[src/rtl/gpio_irq_pkg.sv]
package gpio_irq_pkg;
  localparam int BUS_AW   = 6;
  localparam int BUS_DW   = 32;
  localparam int IDX_W    = 4;
  localparam int MODE_W   = 3;
  localparam int SLOT_W   = 4;
  localparam int SLOTS_PER_WORD = BUS_DW / SLOT_W;

  // register word indices (bus_addr[5:2])
  localparam logic [IDX_W-1:0] RI_ENABLE  = 4'h0;
  localparam logic [IDX_W-1:0] RI_STATUS  = 4'h1;
  localparam logic [IDX_W-1:0] RI_DISPLAY = 4'h2;
  localparam logic [IDX_W-1:0] RI_CLEAR   = 4'h3;
  localparam logic [IDX_W-1:0] RI_MSET    = 4'h4;
  localparam logic [IDX_W-1:0] RI_MCLR    = 4'h5;
  localparam logic [IDX_W-1:0] RI_OUTVAL  = 4'h6;
  localparam logic [IDX_W-1:0] RI_INLVL   = 4'h7;
  localparam logic [IDX_W-1:0] RI_DIR     = 4'h8;
  localparam logic [IDX_W-1:0] RI_MODE_LO = 4'h9;
  localparam logic [IDX_W-1:0] RI_MODE_HI = 4'hA;
  localparam logic [IDX_W-1:0] RI_PINSEL  = 4'hE;
  localparam logic [IDX_W-1:0] RI_SOFTRST = 4'hF;

  // trigger codes
  localparam logic [MODE_W-1:0] TRG_FALL = 3'd0;
  localparam logic [MODE_W-1:0] TRG_RISE = 3'd1;
  localparam logic [MODE_W-1:0] TRG_LOW  = 3'd2;
  localparam logic [MODE_W-1:0] TRG_HIGH = 3'd3;
  localparam logic [MODE_W-1:0] TRG_ANY  = 3'd4;
endpackage

[src/rtl/gpio_sync.sv]
module gpio_sync #(
  parameter int W      = 12,
  parameter int STAGES = 2
) (
  input  logic         clk,
  input  logic         rst,
  input  logic [W-1:0] d,
  output logic [W-1:0] q
);
  logic [STAGES-1:0][W-1:0] stage_q;

  always_ff @(posedge clk) begin
    if (rst) begin
      stage_q <= '0;
    end else begin
      stage_q[0] <= d;
      for (int i = 1; i < STAGES; i++) begin
        stage_q[i] <= stage_q[i-1];
      end
    end
  end

  assign q = stage_q[STAGES-1];
endmodule

[src/rtl/gpio_trig_detect.sv]
module gpio_trig_detect
  import gpio_irq_pkg::*;
#(
  parameter int NPIN = 12
) (
  input  logic                         clk,
  input  logic                         rst,
  input  logic [NPIN-1:0]              lvl,
  input  logic [NPIN-1:0][MODE_W-1:0]  mode,
  output logic [NPIN-1:0]              hit
);
  logic [NPIN-1:0] prev_q;

  always_ff @(posedge clk) begin
    if (rst) prev_q <= '0;
    else     prev_q <= lvl;
  end

  for (genvar k = 0; k < NPIN; k++) begin : g_pin
    logic rise_w, fall_w, hit_w;
    assign rise_w = lvl[k] & ~prev_q[k];
    assign fall_w = ~lvl[k] & prev_q[k];
    always_comb begin
      case (mode[k])
        TRG_FALL: hit_w = fall_w;
        TRG_RISE: hit_w = rise_w;
        TRG_LOW:  hit_w = ~lvl[k];
        TRG_HIGH: hit_w = lvl[k];
        TRG_ANY:  hit_w = rise_w | fall_w;
        default:  hit_w = 1'b0;
      endcase
    end
    assign hit[k] = hit_w;
  end
endmodule

[src/rtl/gpio_irq_ctrl.sv]
module gpio_irq_ctrl
  import gpio_irq_pkg::*;
#(
  parameter int NPIN = 12
) (
  input  logic              clk,
  input  logic              rst,
  input  logic              bus_wen,
  input  logic [5:0]        bus_addr,
  input  logic [31:0]       bus_wdata,
  output logic [31:0]       bus_rdata,
  input  logic [NPIN-1:0]   pad_in,
  output logic [NPIN-1:0]   pad_out,
  output logic [NPIN-1:0]   pad_oe,
  output logic              irq_out
);
  localparam int MODE_WORDS = 2;

  logic [IDX_W-1:0]              widx;
  logic                          cfg_clr;
  logic                          srst_q;
  logic [NPIN-1:0]               ien_q, istat_q, imask_q, po_q, pm_q, pinsel_q;
  logic [NPIN-1:0][MODE_W-1:0]   mode_q;
  logic [NPIN-1:0]               lvl_sync, hit, set_v, clr_v, mset_v, mclr_v, shown;
  logic [MODE_WORDS-1:0][31:0]   mode_rd;
  logic [31:0]                   rd_v;
  logic                          unused_bits;

  assign widx        = bus_addr[5:2];
  assign cfg_clr     = rst | srst_q;
  assign unused_bits = ^{bus_addr[1:0], bus_wdata};

  function automatic logic wr_hit(input logic [IDX_W-1:0] idx);
    return bus_wen && (widx == idx);
  endfunction

  gpio_sync #(.W(NPIN), .STAGES(2)) u_sync (
    .clk (clk),
    .rst (rst),
    .d   (pad_in),
    .q   (lvl_sync)
  );

  gpio_trig_detect #(.NPIN(NPIN)) u_detect (
    .clk  (clk),
    .rst  (rst),
    .lvl  (lvl_sync),
    .mode (mode_q),
    .hit  (hit)
  );

  // soft reset register: only hard reset clears it
  always_ff @(posedge clk) begin
    if (rst)                  srst_q <= 1'b0;
    else if (wr_hit(RI_SOFTRST)) srst_q <= bus_wdata[0];
  end

  // plain configuration registers
  always_ff @(posedge clk) begin
    if (cfg_clr) begin
      ien_q    <= '0;
      po_q     <= '0;
      pm_q     <= '0;
      pinsel_q <= '0;
    end else begin
      if (wr_hit(RI_ENABLE)) ien_q    <= bus_wdata[NPIN-1:0];
      if (wr_hit(RI_OUTVAL)) po_q     <= bus_wdata[NPIN-1:0];
      if (wr_hit(RI_DIR))    pm_q     <= bus_wdata[NPIN-1:0];
      if (wr_hit(RI_PINSEL)) pinsel_q <= bus_wdata[NPIN-1:0];
    end
  end

  // per-pin trigger codes in two mode words
  for (genvar k = 0; k < NPIN; k++) begin : g_mode
    localparam int SLOT = k % SLOTS_PER_WORD;
    localparam logic [IDX_W-1:0] SEL = (k < SLOTS_PER_WORD) ? RI_MODE_LO : RI_MODE_HI;
    always_ff @(posedge clk) begin
      if (cfg_clr)          mode_q[k] <= '0;
      else if (wr_hit(SEL)) mode_q[k] <= bus_wdata[SLOT*SLOT_W +: MODE_W];
    end
  end

  always_comb begin
    mode_rd = '0;
    for (int k = 0; k < NPIN; k++) begin
      mode_rd[k / SLOTS_PER_WORD][(k % SLOTS_PER_WORD)*SLOT_W +: SLOT_W] = {1'b0, mode_q[k]};
    end
  end

  // status, mask and combined request
  assign set_v  = ien_q & hit;
  assign clr_v  = wr_hit(RI_CLEAR) ? bus_wdata[NPIN-1:0] : '0;
  assign mset_v = wr_hit(RI_MSET)  ? bus_wdata[NPIN-1:0] : '0;
  assign mclr_v = wr_hit(RI_MCLR)  ? bus_wdata[NPIN-1:0] : '0;
  assign shown  = istat_q & ~imask_q;

  always_ff @(posedge clk) begin
    if (cfg_clr) begin
      istat_q <= '0;
      imask_q <= '0;
      irq_out <= 1'b0;
    end else begin
      istat_q <= (istat_q & ~clr_v) | set_v;
      imask_q <= (imask_q | mset_v) & ~mclr_v;
      irq_out <= |shown;
    end
  end

  // read mux, registered
  always_comb begin
    rd_v = '0;
    case (widx)
      RI_ENABLE:          rd_v[NPIN-1:0] = ien_q;
      RI_STATUS:          rd_v[NPIN-1:0] = istat_q;
      RI_DISPLAY:         rd_v[NPIN-1:0] = shown;
      RI_MSET, RI_MCLR:   rd_v[NPIN-1:0] = imask_q;
      RI_OUTVAL:          rd_v[NPIN-1:0] = po_q;
      RI_INLVL:           rd_v[NPIN-1:0] = lvl_sync;
      RI_DIR:             rd_v[NPIN-1:0] = pm_q;
      RI_MODE_LO:         rd_v = mode_rd[0];
      RI_MODE_HI:         rd_v = mode_rd[1];
      RI_PINSEL:          rd_v[NPIN-1:0] = pinsel_q;
      RI_SOFTRST:         rd_v[0] = srst_q;
      default:            rd_v = '0;
    endcase
  end

  always_ff @(posedge clk) begin
    if (rst) bus_rdata <= '0;
    else     bus_rdata <= rd_v;
  end

  assign pad_out = po_q;
  assign pad_oe  = pm_q;
endmodule

[config.mk]
export PLATFORM = sky130hd
export DESIGN_NAME = gpio_irq_ctrl
export DESIGN_NICKNAME = d
export VERILOG_FILES = /design/src/rtl/gpio_irq_pkg.sv /design/src/rtl/gpio_sync.sv /design/src/rtl/gpio_trig_detect.sv /design/src/rtl/gpio_irq_ctrl.sv
export SDC_FILE = /design/constraint.sdc
export NUM_CORES = 1
export LEC_CHECK = 0
export BUFFER_PORTS_ARGS = -buffer_cell sky130_fd_sc_hd__buf_2
export CAP_MARGIN = 20
export CORE_ASPECT_RATIO = 0.8
export CORE_MARGIN = 2
export CORE_UTILIZATION = 52
export DETAILED_ROUTE_END_ITERATION = 6
export HOLD_SLACK_MARGIN = 0.06
export PLACE_DENSITY = 0.76
export SLEW_MARGIN = 10
export SYNTH_ARGS = -nofsm -noshare
export SYNTH_HDL_FRONTEND = slang
export SYNTH_SLANG_ARGS = --single-unit
[constraint.sdc]
create_clock -name clk -period 1.55 [get_ports clk]
set_clock_uncertainty 0.1 [all_clocks]
set_input_delay 0.155 -clock clk [delete_from_list [all_inputs] [get_ports clk]]
set_output_delay 0.155 -clock clk [all_outputs]
set_load 0.005 [all_outputs]
==> flow_summary.yaml, run 1 <==
routing:
  routedWlPerCell_um: 18.9
  first_pass_iters: 6
  finalWirelength_um: 24300
  drtIter0Drc: 746
  via_per_inst: 5.67
  drcViolationCount: 0
  vias: 7290
  ant_nets: 0
floorplan:
  rows: 40
  die_height_um: 115
  core_area_um2: 15000
  die_w_um: 142
  initial_core_util: 0.531
  ios: 110
  die_area_um2: 16300
synth:
  seq_area_frac_synth: 0.436
  synth_common_cells: "173 x dfxtp_1, 83 x nor2_1, 81 x mux2i_1"
  synth.most_common_cell: "dfxtp_1"
  synth_ff_type: "dfxtp_1"
  ys_ff_latch: 173
  yosys.area_share.xor_xnor: 0
  synth_area_leaders: "dfxtp_1 44%, mux2i_1 10%, a21oi_1 4.2%"
  synth-simple-area-share: 0.181
  netlist_instances: 873
  yosys.area.top_type: "dfxtp_1"
  synth_top_family_by_area: "simple AND/OR/NAND/NOR gates"
  synth_cell_types: 61
  yosys.area_share.adder: 0.0378
  synth_top_area_frac: 0.436
  muxShareOfSynthArea: 0.132
  synthesis.area_um2: 7940
  yosysWarnings: 0
  synth_compound_area_frac: 0.147
  synth-edff-count: 0
  async_flop_share: 0
  synth_area_per_cell_um2: 9.10
min_path:
  hold_path_class: "input port to register"
  hp-start: "rst"
  holdPathStages: 3
  holdPathEnd: "u_detect.prev_q[10]"
worst_setup_path:
  cp_top_family: "compound AO/OA/AOI/OAI gates"
  reg2reg_to: "istat_q[2]"
  r2r-start: "u_detect.prev_q[2]"
  path_buf_inv: 1
  required_ns: 1.77
  crit_path_top_delay_cell: "dfxtp_2"
  r2r_cells: 6
  critPathMaxStageDelay_ns: 0.34
  arrival_ns: 1.76
  path_class: "register to register"
  worstPathCellList: "inv_2 -> ha_4 -> mux2_4 -> a21oi_2 -> o32a_1 -> o21ai_1"
  critPathLaunchType: "register"
  endpoint_kind: "register"
  crit_fanout: 2
  ff2ff_setup_slack_ns: 0.001
power_and_ir_drop:
  internal-power_uw: 7380
  power.switching_uw: 2400
  power_uw: 9780
  leakage_uw: 0.00437
  pwr-share-seq: 0.468
  power_frac_clock: 0.433
  powerDensity_nw_per_um2: 943
  peakVddDrop_mv: 0.697
  p_comb_frac: 0.099
  switching_share: 0.245
flow_run:
  maxCapViolCount: 0
finish:
  area_growth_syn_to_layout_pct: 30.5
  diodes: 0
  finalNetCount: 1161
  drive_above_1_share: 0.272
sta:
  setup_viol: 0
  rsz0062_at_grt: "true"
  period_share: 0.999
  drv_slew: 0
  max_freq_ghz: 0.646
  finalCriticalPeriod_ns: 1.55
  finalHoldViolCount: 0
  hold_slack_ns: 0.0957
clock_network:
  insertion_delay_ns: 0.43
  cts_made_buffers: 17
  clk_root_buffer_cell: "clkbuf_16"
  cts_max_path_buffers: 2
  cts_tree: "done"
  path_clk_slew_ns: 0.07
  ctsHtreeMaxLevel: 4
  clock_sinks: 173
status:
  outcome: "complete, no violations"
placed_design:
  gp_congestion: 0.936
  io_buffer_count: 97
  hpwl_um: 17300
grt:
  grt_pass1_vias: 6765
  grt_use_total: 0.300
  grt_pass1_wl_um: 37100
  overflow: 0
  grt_max_degree: 39
  antenna_found_initial: 0
==> layout make-up <==
| class | count | area, um^2 |
|---|---|---|
| Sequential cell | 173 | 3490 |
| Inverter | 44 | 165 |
| Tap cell | 189 | 236 |
| Fill cell | 1153 | 4600 |
| Clock buffer | 18 | 439 |
| Timing Repair Buffer | 258 | 1880 |
| Clock inverter | 13 | 139 |
| Multi-Input combinational cell | 590 | 4010 |
==> worst max path at each step <==
stage	from	endpoint	slack (ns)	depth (start not counted)
after global routing	u_detect.prev_q[2]	istat_q[2]	-0.03	6
after detailed placement	bus_addr[3]	bus_rdata[1]	-0.12	7
after global placement	bus_addr[4]	bus_rdata[10]	-0.10	7
final	u_detect.prev_q[2]	istat_q[2]	0.001	6
after CTS	u_sync.q[4]	istat_q[4]	0.0006	6
after floorplan	bus_addr[4]	bus_rdata[9]	0.08	6
==> timing repair <==
action | in CTS | in global routing
pin swaps | 3 | 10
gates resized for setup | 9 | 22
setup endpoints to repair | 5 | 11
hold buffers | 39 | 0
buffers inserted | 1 | 1
hold endpoints to repair | 114 | 0
==> metrics by stage <==
step | cells | setup slack (ns) | TNS [ns] | utilization | cell area, um^2
after CTS | 1284 | 0.000592 | 0 | 0.688 | 10300
after floorplan | 877 | 0.0777 | 0 | - | 7960
after detailed placement | 1213 | -0.124 | -5.36 | 0.622 | 9310
final | 1285 | 0.00137 | 0 | 0.692 | 10400
after global placement | 1213 | -0.101 | -3.41 | 0.622 | 9310
after global routing | 1285 | -0.0340 | -0.0575 | 0.692 | 10400
==> worst reg2reg max path: stages, from the launching register on <==
cell	delay (ns)
dfxtp_2	0.34
inv_2	0.05
ha_4	0.14
mux2_4	0.27
a21oi_2	0.13
o32a_1	0.29
o21ai_1	0.10
==> power by group through the flow <==
stage | Clock [uW] | Sequential, uW | Combinational, uW
2_1_floorplan | 0 | 4660 | 452
3_3_place_gp | 0 | 4670 | 843
3_5_place_dp | 0 | 4680 | 854
4_1_cts | 4280 | 4580 | 938
5_1_grt | 4480 | 4580 | 1030
6_report | 4230 | 4580 | 967
==> flip-flops by register name, indices dropped and copies added (netlist names), 12 cells and up <==
register and flops:
u_sync.q 12, pad_oe 12, pad_out 12, pinsel_q 12, imask_q 12, bus_rdata 27
istat_q 12, ien_q 12, u_detect.prev_q 12, mode_q 36, u_sync.stage_q 12
==> logic make-up (layout without fill, tap and decap cells) <==
group	after synthesis	count (layout)
and+or+nand+nor	288	288
DFF	173	173
AOI/OAI and AO/OA	172	172
buffers and inverters	114	333
muxes	101	101
adders and majority gates	24	24
other	1	5
==> cell usage in the layout, fill, tap and decap left out, types with 15 or more instances in the layout <==
cell and n:
nand3_1 33, mux2i_1 81, a211oi_1 15, a21oi_1 65, clkbuf_16 17, nor3b_1 18
dfxtp_1 161, ha_1 22, nor2_1 83, buf_2 97, mux2_2 18, inv_1 41
nand2_1 73, buf_4 114, nor2b_1 33, dlygate4sd3_1 39
==> per-layer routing <==
layer / up-vias / part of all wire / global-route usage
met2: 343 / 0.45 / 0.461
met4: 0 / 0.021 / 0.0933
li1: 3456 / - / -
met5: - / 0 / 0
met1: 3440 / 0.44 / 0.409
met3: 51 / 0.094 / 0.0891
(Power assumes the default switching activity.)
==> inputs of run 2 (changes only) <==
REMOVE_ABC_BUFFERS = 1   (was not set)
==> flow_summary.yaml, run 2 (synthesized netlist as in run 1, its figures left out) <==
finish:
  layout_common_cells: "162 x dfxtp_1, 104 x buf_4, 97 x buf_2"
  diodes: 0
  layout_commonest_cell: "dfxtp_1"
  nFillCells: 1158
  final_area_um2: 10300
  regMostFlops: "mode_q"
  finalNetCount: 1150
  reg_top3: "mode_q (36), bus_rdata (27)"
  drive_above_1_share: 0.260
  area_growth_syn_to_layout_pct: 29.7
  largest_reg_flops: 36
routing:
  via_per_inst: 5.62
  vias: 7168
  finalWirelength_um: 23600
  drcViolationCount: 0
  drtIter0Drc: 720
  first_pass_iters: 5
  routedWlPerCell_um: 18.5
  ant_nets: 0
grt:
  grt_pass1_wl_um: 36400
  grt_pass1_vias: 6813
  grt_use_total: 0.293
  overflow: 0
  antenna_found_initial: 0
  grt_max_degree: 69
clock_network:
  insertion_delay_ns: 0.43
  path_clk_slew_ns: 0.07
  cts_made_buffers: 17
  cts_tree: "done"
  ctsHtreeMaxLevel: 4
  cts_max_path_buffers: 2
  clock_sinks: 173
  clk_root_buffer_cell: "clkbuf_16"
floorplan:
  ios: 110
  core_area_um2: 15000
  die_area_um2: 16300
  rows: 40
  die_w_um: 142
  initial_core_util: 0.531
  die_height_um: 115
worst_setup_path:
  path_class: "register to register"
  reg2reg_to: "bus_rdata[7]"
  arrival_ns: 1.77
  ff2ff_setup_slack_ns: 0.01
  crit_path_top_delay_cell: "dfxtp_1"
  critPathLaunchType: "register"
  critPathMaxStageDelay_ns: 0.32
  endpoint_kind: "register"
  worstPathCellList: "nand2b_1 -> o311a_1 -> a211o_1 -> a21oi_1"
  r2r-start: "imask_q[7]"
  r2r_cells: 4
  crit_fanout: 3
  required_ns: 1.78
sta:
  fin_tns_setup_ns: 0
  finalCriticalPeriod_ns: 1.54
  setup_viol: 0
  period_share: 0.991
  finalHoldViolCount: 0
  max_freq_ghz: 0.651
  drv_slew: 0
power_and_ir_drop:
  peakVddDrop_mv: 0.662
  powerDensity_nw_per_um2: 970
  leakage_uw: 0.00432
min_path:
  hp-start: "rst"
  holdPathEnd: "u_detect.prev_q[3]"
  hold_path_class: "input port to register"
  holdPathStages: 3
placed_design:
  gp_congestion: 0.941
  dpl_cell_area_um2: 9240
  io_buffer_count: 97
  hpwl_um: 16200
flow_run:
  maxCapViolCount: 0
status:
  outcome: "complete, no violations"
[run 2: worst max path at each step]
stage,start,to,cells after the start
finish,imask_q[7],bus_rdata[7],4
global route,istat_q[2],irq_out,5
CTS,u_sync.q[0],istat_q[0],6
detailed placement,bus_addr[5],bus_rdata[1],6
global placement,bus_addr[5],bus_rdata[1],6
floorplan,srst_q,ien_q[0],2
[run 2: final cells by class]
class | instances | area [um^2] | share of cell area
Inverter | 44 | 165 | 0.0160
Clock inverter | 12 | 160 | 0.0155
Sequential cell | 173 | 3480 | 0.338
Multi-Input combinational cell | 590 | 4010 | 0.389
Clock buffer | 20 | 457 | 0.0443
Timing Repair Buffer | 247 | 1800 | 0.174
Tap cell | 189 | 236 | 0.0230
[run 2: through the flow]
step / std cells / util / hold slack, ns / power, uW / worst slack (ns)
after floorplan: 807 / - / 0.122 / 4980 / -0.0687
after global routing: 1275 / 0.688 / 0.107 / 10300 / -0.00140
final: 1275 / 0.688 / 0.101 / 10000 / 0.0144
after detailed placement: 1203 / 0.617 / 0.271 / 5500 / -0.278
after global placement: 1203 / 0.617 / 0.262 / 5490 / -0.243
after CTS: 1274 / 0.685 / 0.0854 / 9990 / 0.0120
[run 2: what timing repair did]
item | CTS | global route
resized for setup | 5 | 21
setup buffers | 0 | 1
hold endpoints to repair | 119 | 0
pin swaps | 2 | 5
hold buffers | 39 | 0
setup endpoints to repair | 4 | 13
gates cloned | 0 | 0
[run 2: worst max-delay path, delay by kind of cell (launching register included)]
kind | cells | cell delay [ns]
AO/OA/AOI/OAI | 3 | 0.83
flip-flops | 1 | 0.32
AND/OR/NAND/NOR | 1 | 0.18
[run 2: layer usage]
layer	wire, um	part of all wire	track usage
met5	0	0	0
met4	668	0.028	0.111
met3	2160	0.091	0.0736
met2	10300	0.44	0.456
met1	10400	0.44	0.394
[run 2: where the power goes]
part           internal, uW  leakage (uW)  total [uW]  switching (uW)
registers              4520       0.00141        4580            57.9
logic                   427       0.00263         931             504
clock network          2640      0.000289        4480            1850
total                  7580       0.00432       10000            2410
